$ cat src/rtl/apu_pkg.sv
// Shared encodings for the addressed peripheral interface unit.
package apu_pkg;
    typedef enum logic [1:0] {
        CMD_CTRL  = 2'b00,
        CMD_TEST  = 2'b01,
        CMD_READ  = 2'b10,
        CMD_WRITE = 2'b11
    } apu_cmd_e;

    typedef enum logic [1:0] {
        ST_READY = 2'b01,
        ST_BUSY  = 2'b10,
        ST_ERROR = 2'b11
    } apu_stat_e;

    typedef enum logic [1:0] {
        LK_IDLE = 2'b00,
        LK_REQ  = 2'b01,
        LK_REL  = 2'b10
    } link_state_e;

    localparam int NUM_CMDS = 4;
endpackage

$ cat src/rtl/apu_decode.sv
// Address match and command decode.
// Purpose: turn one bus cycle into at most one command strobe.
// Assumes: one command per bus_sel cycle; purely combinational.
module apu_decode
    import apu_pkg::*;
#(
    parameter int                 ADDR_W   = 8,
    parameter logic [ADDR_W-1:0]  DEV_ADDR = 8'h4C
) (
    input  logic              bus_sel,
    input  logic [ADDR_W-1:0] bus_addr,
    input  logic [1:0]        bus_cmd,
    output logic              hit_ctrl,
    output logic              hit_test,
    output logic              hit_read,
    output logic              hit_write
);
    logic                addr_match;
    logic [NUM_CMDS-1:0] hit_vec;

    // Address recognition for the single configured device
    assign addr_match = bus_sel && (bus_addr == DEV_ADDR);

    // One strobe per command class
    for (genvar i = 0; i < NUM_CMDS; i++) begin : g_cmd
        assign hit_vec[i] = addr_match && (bus_cmd == 2'(i));
    end

    assign hit_ctrl  = hit_vec[CMD_CTRL];
    assign hit_test  = hit_vec[CMD_TEST];
    assign hit_read  = hit_vec[CMD_READ];
    assign hit_write = hit_vec[CMD_WRITE];
endmodule

$ cat src/rtl/apu_link.sv
// Peripheral link: four-phase request/acknowledge engine plus buffer register.
// Purpose: move one byte to or from the peripheral per accepted command.
// Assumes: the peripheral holds per_ack until per_req drops, and read data is
// valid while per_ack is high.
module apu_link
    import apu_pkg::*;
#(
    parameter int DATA_W = 8
) (
    input  logic              clk,
    input  logic              rst_n,
    input  logic              start_rd,
    input  logic              start_wr,
    input  logic [DATA_W-1:0] wdata,
    input  logic              per_ack,
    input  logic [DATA_W-1:0] per_rdata,
    input  logic              per_rpar,
    output logic              per_req,
    output logic              per_dir,
    output logic [DATA_W-1:0] per_wdata,
    output logic              per_wpar,
    output logic              busy,
    output logic              ignored,
    output logic              par_err,
    output logic [DATA_W-1:0] buf_q
);
    link_state_e state_q;
    logic        dir_q;

    // Handshake sequencing, direction latch and buffer loading
    always_ff @(posedge clk) begin
        if (!rst_n) begin
            state_q <= LK_IDLE;
            dir_q   <= 1'b0;
            buf_q   <= '0;
        end else begin
            case (state_q)
                LK_IDLE: begin
                    if (start_rd) begin
                        state_q <= LK_REQ;
                        dir_q   <= 1'b0;
                    end else if (start_wr) begin
                        state_q <= LK_REQ;
                        dir_q   <= 1'b1;
                        buf_q   <= wdata;
                    end
                end
                LK_REQ: begin
                    if (per_ack) begin
                        if (!dir_q) buf_q <= per_rdata;
                        state_q <= LK_REL;
                    end
                end
                LK_REL: begin
                    if (!per_ack) state_q <= LK_IDLE;
                end
                default: state_q <= LK_IDLE;
            endcase
        end
    end

    // Port drives and side-band flags
    assign per_req   = (state_q == LK_REQ);
    assign per_dir   = dir_q;
    assign per_wdata = buf_q;
    assign per_wpar  = ^buf_q;
    assign busy      = (state_q != LK_IDLE);
    assign ignored   = busy && (start_rd || start_wr);
    assign par_err   = per_req && per_ack && !dir_q && (^{per_rdata, per_rpar});

    // request withdrawn once acknowledge is seen
    p_req_release_r10: assert property (@(posedge clk) disable iff (!rst_n)
        per_req && per_ack |=> !per_req);

    // request and direction held while waiting for acknowledge
    p_req_hold_r10: assert property (@(posedge clk) disable iff (!rst_n)
        per_req && !per_ack |=> per_req && $stable(per_dir));

    // a command refused while busy leaves the buffer alone
    p_busy_keeps_buf_r9: assert property (@(posedge clk) disable iff (!rst_n)
        ignored && !(per_req && per_ack) |=> $stable(buf_q));

    // no new request before the acknowledge has been released
    p_no_req_while_ack_r10: assert property (@(posedge clk) disable iff (!rst_n)
        !per_req && per_ack |=> !per_req);
endmodule

$ cat src/rtl/apu_status.sv
// Status flags and test response register.
// Purpose: hold the sticky error and overrun flags and form the status word.
// Assumes: at most one command strobe per cycle.
module apu_status
    import apu_pkg::*;
#(
    parameter int DATA_W = 8
) (
    input  logic              clk,
    input  logic              rst_n,
    input  logic              hit_ctrl,
    input  logic              hit_test,
    input  logic              dev_fault,
    input  logic              par_err,
    input  logic              busy,
    input  logic              ignored,
    input  logic [DATA_W-1:0] buf_q,
    output logic              rsp_valid,
    output logic [DATA_W+7:0] rsp_data
);
    logic      err_q;
    logic      ovr_q;
    apu_stat_e stat;

    // Status code with error over busy over ready
    always_comb begin
        if (err_q)     stat = ST_ERROR;
        else if (busy) stat = ST_BUSY;
        else           stat = ST_READY;
    end

    // Sticky error and overrun flags
    always_ff @(posedge clk) begin
        if (!rst_n) begin
            err_q <= 1'b0;
            ovr_q <= 1'b0;
        end else begin
            err_q <= dev_fault || par_err || (err_q && !hit_ctrl);
            ovr_q <= ignored || (ovr_q && !hit_ctrl);
        end
    end

    // Test response word, registered
    always_ff @(posedge clk) begin
        if (!rst_n) begin
            rsp_valid <= 1'b0;
            rsp_data  <= '0;
        end else begin
            rsp_valid <= hit_test;
            if (hit_test) rsp_data <= {buf_q, 5'b0, ovr_q, stat};
        end
    end

    // fault forces error
    p_fault_sets_err_r8: assert property (@(posedge clk) disable iff (!rst_n)
        dev_fault |=> err_q);

    // parity mismatch sets error
    p_parity_err_r7: assert property (@(posedge clk) disable iff (!rst_n)
        par_err |=> err_q);

    // control clears overrun
    p_ctrl_clears_ovr_r9: assert property (@(posedge clk) disable iff (!rst_n)
        hit_ctrl |=> !ovr_q);

    // one response per addressed test
    p_test_response_r3: assert property (@(posedge clk) disable iff (!rst_n)
        hit_test |=> rsp_valid);

    // no response without an addressed test
    p_no_stray_response_r2: assert property (@(posedge clk) disable iff (!rst_n)
        !hit_test |=> !rsp_valid);
endmodule

$ cat src/rtl/apu_top.sv
// Addressed peripheral interface unit, top level.
// Purpose: connect decode, peripheral link and status logic.
// Assumes: synchronous active-low reset, a single clock domain, and a
// peripheral that follows the four-phase request/acknowledge protocol.
module apu_top
    import apu_pkg::*;
#(
    parameter int                ADDR_W   = 8,
    parameter int                DATA_W   = 8,
    parameter logic [ADDR_W-1:0] DEV_ADDR = 8'h4C
) (
    input  logic              clk,
    input  logic              rst_n,
    input  logic              bus_sel,
    input  logic [ADDR_W-1:0] bus_addr,
    input  logic [1:0]        bus_cmd,
    input  logic [DATA_W-1:0] bus_wdata,
    output logic              bus_rvalid,
    output logic [DATA_W+7:0] bus_rdata,
    output logic              per_req,
    output logic              per_dir,
    output logic [DATA_W-1:0] per_wdata,
    output logic              per_wpar,
    input  logic              per_ack,
    input  logic [DATA_W-1:0] per_rdata,
    input  logic              per_rpar,
    input  logic              dev_fault
);
    logic              hit_ctrl, hit_test, hit_read, hit_write;
    logic              busy, ignored, par_err;
    logic [DATA_W-1:0] buf_q;

    apu_decode #(.ADDR_W(ADDR_W), .DEV_ADDR(DEV_ADDR)) u_decode (
        .bus_sel   (bus_sel),
        .bus_addr  (bus_addr),
        .bus_cmd   (bus_cmd),
        .hit_ctrl  (hit_ctrl),
        .hit_test  (hit_test),
        .hit_read  (hit_read),
        .hit_write (hit_write)
    );

    apu_link #(.DATA_W(DATA_W)) u_link (
        .clk       (clk),
        .rst_n     (rst_n),
        .start_rd  (hit_read),
        .start_wr  (hit_write),
        .wdata     (bus_wdata),
        .per_ack   (per_ack),
        .per_rdata (per_rdata),
        .per_rpar  (per_rpar),
        .per_req   (per_req),
        .per_dir   (per_dir),
        .per_wdata (per_wdata),
        .per_wpar  (per_wpar),
        .busy      (busy),
        .ignored   (ignored),
        .par_err   (par_err),
        .buf_q     (buf_q)
    );

    apu_status #(.DATA_W(DATA_W)) u_status (
        .clk       (clk),
        .rst_n     (rst_n),
        .hit_ctrl  (hit_ctrl),
        .hit_test  (hit_test),
        .dev_fault (dev_fault),
        .par_err   (par_err),
        .busy      (busy),
        .ignored   (ignored),
        .buf_q     (buf_q),
        .rsp_valid (bus_rvalid),
        .rsp_data  (bus_rdata)
    );
endmodule

$ cat config.mk
export PLATFORM = sky130hd
export DESIGN_NAME = apu_top
export DESIGN_NICKNAME = d
export VERILOG_FILES = /design/src/rtl/apu_pkg.sv /design/src/rtl/apu_decode.sv /design/src/rtl/apu_link.sv /design/src/rtl/apu_status.sv /design/src/rtl/apu_top.sv
export SDC_FILE = /design/constraint.sdc
export NUM_CORES = 1
export LEC_CHECK = 0
export ABC_AREA = 1
export BUFFER_PORTS_ARGS = -buffer_cell sky130_fd_sc_hd__buf_2
export CORE_ASPECT_RATIO = 0.9
export CORE_UTILIZATION = 40
export CTS_BUF_LIST = sky130_fd_sc_hd__clkbuf_2 sky130_fd_sc_hd__clkbuf_4 sky130_fd_sc_hd__clkbuf_8
export CTS_CLUSTER_SIZE = 12
export DETAILED_ROUTE_END_ITERATION = 10
export PLACE_DENSITY = 0.69
export SETUP_SLACK_MARGIN = 0.05
export SYNTH_ARGS = -nofsm -noshare
export SYNTH_HDL_FRONTEND = slang
export SYNTH_SLANG_ARGS = --single-unit
$ cat constraint.sdc
create_clock -name clk -period 1.55 [get_ports clk]
set_clock_uncertainty 0.2 [all_clocks]
set_input_delay 0.31 -clock clk [delete_from_list [all_inputs] [get_ports clk]]
set_output_delay 0.31 -clock clk [all_outputs]
set_load 0.01 [all_outputs]
-- After elaboration in Yosys (flattened, before gate mapping)
Cells that the tools add are included.
- logic and storage cells: 60
- flip-flop bits (word level): 25
- equality and inequality tests: 12
- reductions and logical operators: 27
- multiplexer cells: 14
- operators by type and width (cell ; count):
    8-bit 2-to-1 mux ; 4
    8-bit case mux with 2 select lines ; 1
    2-bit 2-to-1 mux ; 6
    1-bit logical AND ; 11
    9-bit XOR reduction ; 1
    8-bit by 7-bit == test with 1-bit output, second input constant ; 1
    2-bit != test, second input constant ; 4
    8-bit XOR reduction ; 1
    2-bit == test, second input constant ; 3
    2-bit case mux with 3 select lines ; 1
    2-bit nonzero test ; 3
    5-bit AND reduction ; 1
    2-bit by 1-bit == test with 1-bit output, second input constant ; 2
    2-bit zero test ; 2
    1-bit logical OR ; 4
    3-bit by 1-bit != test with 1-bit output, second input constant ; 1
    3-bit AND reduction ; 1
    1-bit zero test ; 2
    1-bit 2-to-1 mux ; 2
    2-bit by 1-bit != test with 1-bit output, second input constant ; 1
    2-bit AND reduction ; 1

-- Depth between registers and ports, before layout
- depth after elaboration: 6
- mapped depth: 10
- depth with buffers taken out: 10

-- Cells and area by module
A second synthesis with hierarchy kept.
- cell total of the unflattened synthesis: 231
- area, all modules: 1472.7 um2
- by module, submodules not included (module ; instances ; area each (um2) ; cells an instance):
    apu_link ; 1 ; 855.8 ; 146
    apu_status ; 1 ; 536.8 ; 69
    apu_decode ; 1 ; 80.1 ; 16

-- Least setup slack after synthesis
OpenSTA, ideal clock, no wires.
- kind: reg-to-output
- from: reg u_link.buf_q[5]
- to: out per_wpar
- cell stages (with the launch flop): 4
- path buffers: 0
- data required time: 1040 ps
- arrival time: 912 ps
- setup slack: 128 ps
- cell sequence: dfxtp_1 xor2_1 xnor2_1 xnor2_1
- cells in the longest elaborated chain, start to end: 1
- ends and longest elaborated chain (element ; line ; source):
    from (decl) ; apu_link.sv:25 ; output logic [DATA_W-1:0] buf_q
    from (signal assigned) ; apu_link.sv:45 ; buf_q <= wdata;
    from (signal assigned) ; apu_link.sv:50 ; if (!dir_q) buf_q <= per_rdata;
    8-bit XOR reduction ; apu_link.sv:66 ; assign per_wpar = ^buf_q;
    to (decl) ; apu_top.sv:23 ; output logic per_wpar,
Every way passes these cells.

-- Worst setup path in the final report
Same ends and word-level chain as after synthesis.

==> summary.txt <==
STA
  • Time the worst path needs with I/O delays and setup: 1765 ps
  • TNS Setup: -214.6 ps
  • Fin. Hold Viols: 0
  • Min Hold Slack: 59.91 ps
  • Period utilization: 1.138
  • Highest clock rate: 0.5667 GHz
  • Max-slew violation count: 0
  • RSZ-0062 raised after global routing: yes
  • Setup WS post-layout: -214.6 ps
  • Finish-stage setup viols: 1

Clocking
  • Hold buffers post-CTS: 0
  • Clock Latency Late Sink: 260 ps
  • Clock sinks: 25
  • Cts bufs inserted: 3
  • Post-CTS Setup Bufs: 0
  • Clk buf depth: 2
  • CTS root buffer: clkbuf_8
  • Clock Pin Slew Worst Setup and Hold Paths: 90 ps
  • CTS tree: built
  • # H-tree levels: 1

Run
  • Max-cap violations: 0

Critical path
  • Crit end category: output port
  • Crit path max fanout: 2
  • Worst Setup Start Kind: flip-flop
  • Stages on worst setup path: 4
  • Arr. time, crit path: 1250 ps
  • CP Class: reg -> out
  • WP buf/inv: 1
  • Worst r2r path cells: 6
  • Worst r2r dst: u_link.buf_q[3]
  • CP max stage cell: dfxtp_2
  • Critical Path Max Stage Delay: 330 ps
  • Critical path's top delay family: XOR/XNOR gates
  • Reg-to-reg startpoint: u_link.state_q[1]
  • R2r setup slk: 180 ps
  • CP most frequent cell: xnor2_1
  • CP required: 1040 ps
  • CP cell instances: xor2_1 -> xnor2_1 -> xnor2_1 -> buf_2

Die
  • Die area: approximately 0.0038 sq mm
  • Starting Density: 0.4170
  • Die W: 64.56 microns
  • IO Pins: 60
  • CORE AREA: 0.003378 sq mm
  • Row count: 20
  • DIE HEIGHT: 58.30 microns

Final layout
  • Multi-input gate area: 784.5 sq um
  • Ant. Diodes: 0
  • Fraction of layout instances using a drive strength above 1: 0.3321
  • FILL cells: ~360
  • Reg area: 508.0 sq um
  • Area growth from synthesis to layout: 31.71%
  • Fin nets: 307
  • Design Area, Final: 0.001856 sq mm

Global routing
  • Total GRT Usage: 0.1740
  • Initial antenna violation count: 0
  • First-pass GRT wire length: approximately 5.1 mm
  • Number of global-route vias before repair: 1246
  • Largest net degree at the start of global routing: 18
  • GRT overflow: 0

Yosys
  • Mapped Area: around 0.0014 sq mm
  • Yosys cell types: 24
  • Synthesized instance count: 209
  • Mean Syn Cell Area: 6.741 sq um
  • Yosys warnings: 0
  • Synth Register Bits: 25
  • Sequential share of the synthesized area: 0.3552

Power and ir drop
  • Power Density: 626.4 mW/mm^2
  • Leakage power: 0.9363 nW
  • VDD IR-drop max: around 0.35 mV
  • Design Power: 1.162 mW

Detailed routing
  • Routed length per instance: 9.654 microns
  • 1st-pass router iterations: 4
  • Drt drc: 0
  • Via/cell ratio: 4.547
  • DRT iter0 DRCs: 59
  • Post-DRT Antenna Nets: 0
  • Final WL: 3.070 mm
  • Routed via count: between 1000 and 1500

Place
  • Cell Area, Placed: about 0.0018 sq mm
  • Post-DP HPWL: 2.493 mm
  • Count of input and output buffers: 54
  • Pre-CTS setup slack: -21.36 ps
  • GPL Wtd Cong: between 0.7 and 0.8

Hold path
  • Hold WC Path Type: in -> reg
  • Hold EP: u_status.rsp_valid
  • WHS Path Cells: 2
  • Hold Path Origin: bus_cmd[1]

Outcome
  • Status: finished, violations left
  • Violated checks: negative setup slack
[per-layer routing]
| layer | track usage | vias up | wire (microns) |
|---|---|---|---|
| met5 | 0 | - | 0 |
| met4 | 0.07619 | 0 | 44 |
| met3 | 0.02326 | 4 | 130 |
| met2 | 0.2737 | 43 | 1311 |
| met1 | 0.2398 | 606 | 1583 |
| li1 | - | 793 | - |
[layout make-up]
class,count,share of cell area
Multi-Input combinational cell,158,0.4228
Tap cell,44,0.02967
Clock inverter,1,0.002697
Timing Repair Buffer,67,0.2084
Sequential cell,25,0.2738
Clock buffer,3,0.02225
Inverter,20,0.04046
[how the worst max path moves through the flow]
stage	from	to	slack, ps
final	u_link.buf_q[5]	per_wpar	-210
after global routing	u_link.buf_q[2]	per_wpar	-310
after CTS	u_link.buf_q[5]	per_wpar	-230
after detailed placement	bus_sel	u_link.buf_q[6]	-20
after global placement	bus_addr[5]	u_link.buf_q[1]	4
after floorplan	u_link.buf_q[5]	per_wpar	130
[cell families after synthesis]
group                  synth area share
AO/OA/AOI/OAI                    0.1385
XOR/XNOR                        0.04352
buffers and inverters            0.1092
flip-flops                       0.3552
other                          0.002662
AND/OR/NAND/NOR                  0.3508
[per-stage QoR]
stage / cells / util
finish: 318 / 0.5493
global route: 318 / 0.5493
CTS: 318 / 0.5444
detailed placement: 314 / 0.5270
global placement: 314 / 0.5270
floorplan: 213 / -
[repair_timing]
| item | in CTS | in global routing |
|---|---|---|
| pin swaps | 1 | 2 |
| resized for setup | 5 | 4 |
| endpoints found under the setup margin | 2 | 2 |
[report_power, final]
part / switching [mW] / internal (mW)
clock: 0.197 / 0.179
combinational: 0.0812 / 0.0591
sequential: 0.00201 / 0.644
[worst reg2reg max path, stage by stage (launching register included)]
cell and delay, ps:
dfxtp_2 350, inv_1 60, nand2_2 70, buf_12 150
o21ai_0 180, nand4_1 130, a21oi_1 170
[layout by cell type, fill, tap and decap left out, types with 5 or more instances in the layout]
master   synthesis  final
nor2_1           9      9
inv_1           19     19
a21oi_1         23     23
buf_4            5     12
conb_1           1      5
o21ai_0          9      9
nand2_1         78     78
buf_2            0     53
dfxtp_2          0      6
nand4_1         10     10
dfxtp_1         25     19
[sequential cells by signal (all words and copies together) (netlist names)]
signal and cells:
u_status.rsp_data 11, u_link.buf_q 8, u_status.rsp_valid 1, u_status.ovr_q 1
u_link.state_q 2, u_link.per_dir 1, u_status.err_q 1
[cells in the mapped netlist, drive strengths merged]
library cell  number  area share
a21oi             26        0.10
buf                8       0.051
nor4               1      0.0044
conb               1      0.0027
xnor2              6       0.037
o21ai             10       0.038
nor2              10       0.032
xor2               1      0.0062
nand4             10       0.044
nand3              6       0.034
inv               20       0.053
nor3               2       0.015
clkbuf             2      0.0053
nand2             81        0.22
dfxtp             25        0.36
No activity file was read; power rests on OpenSTA's default activity.
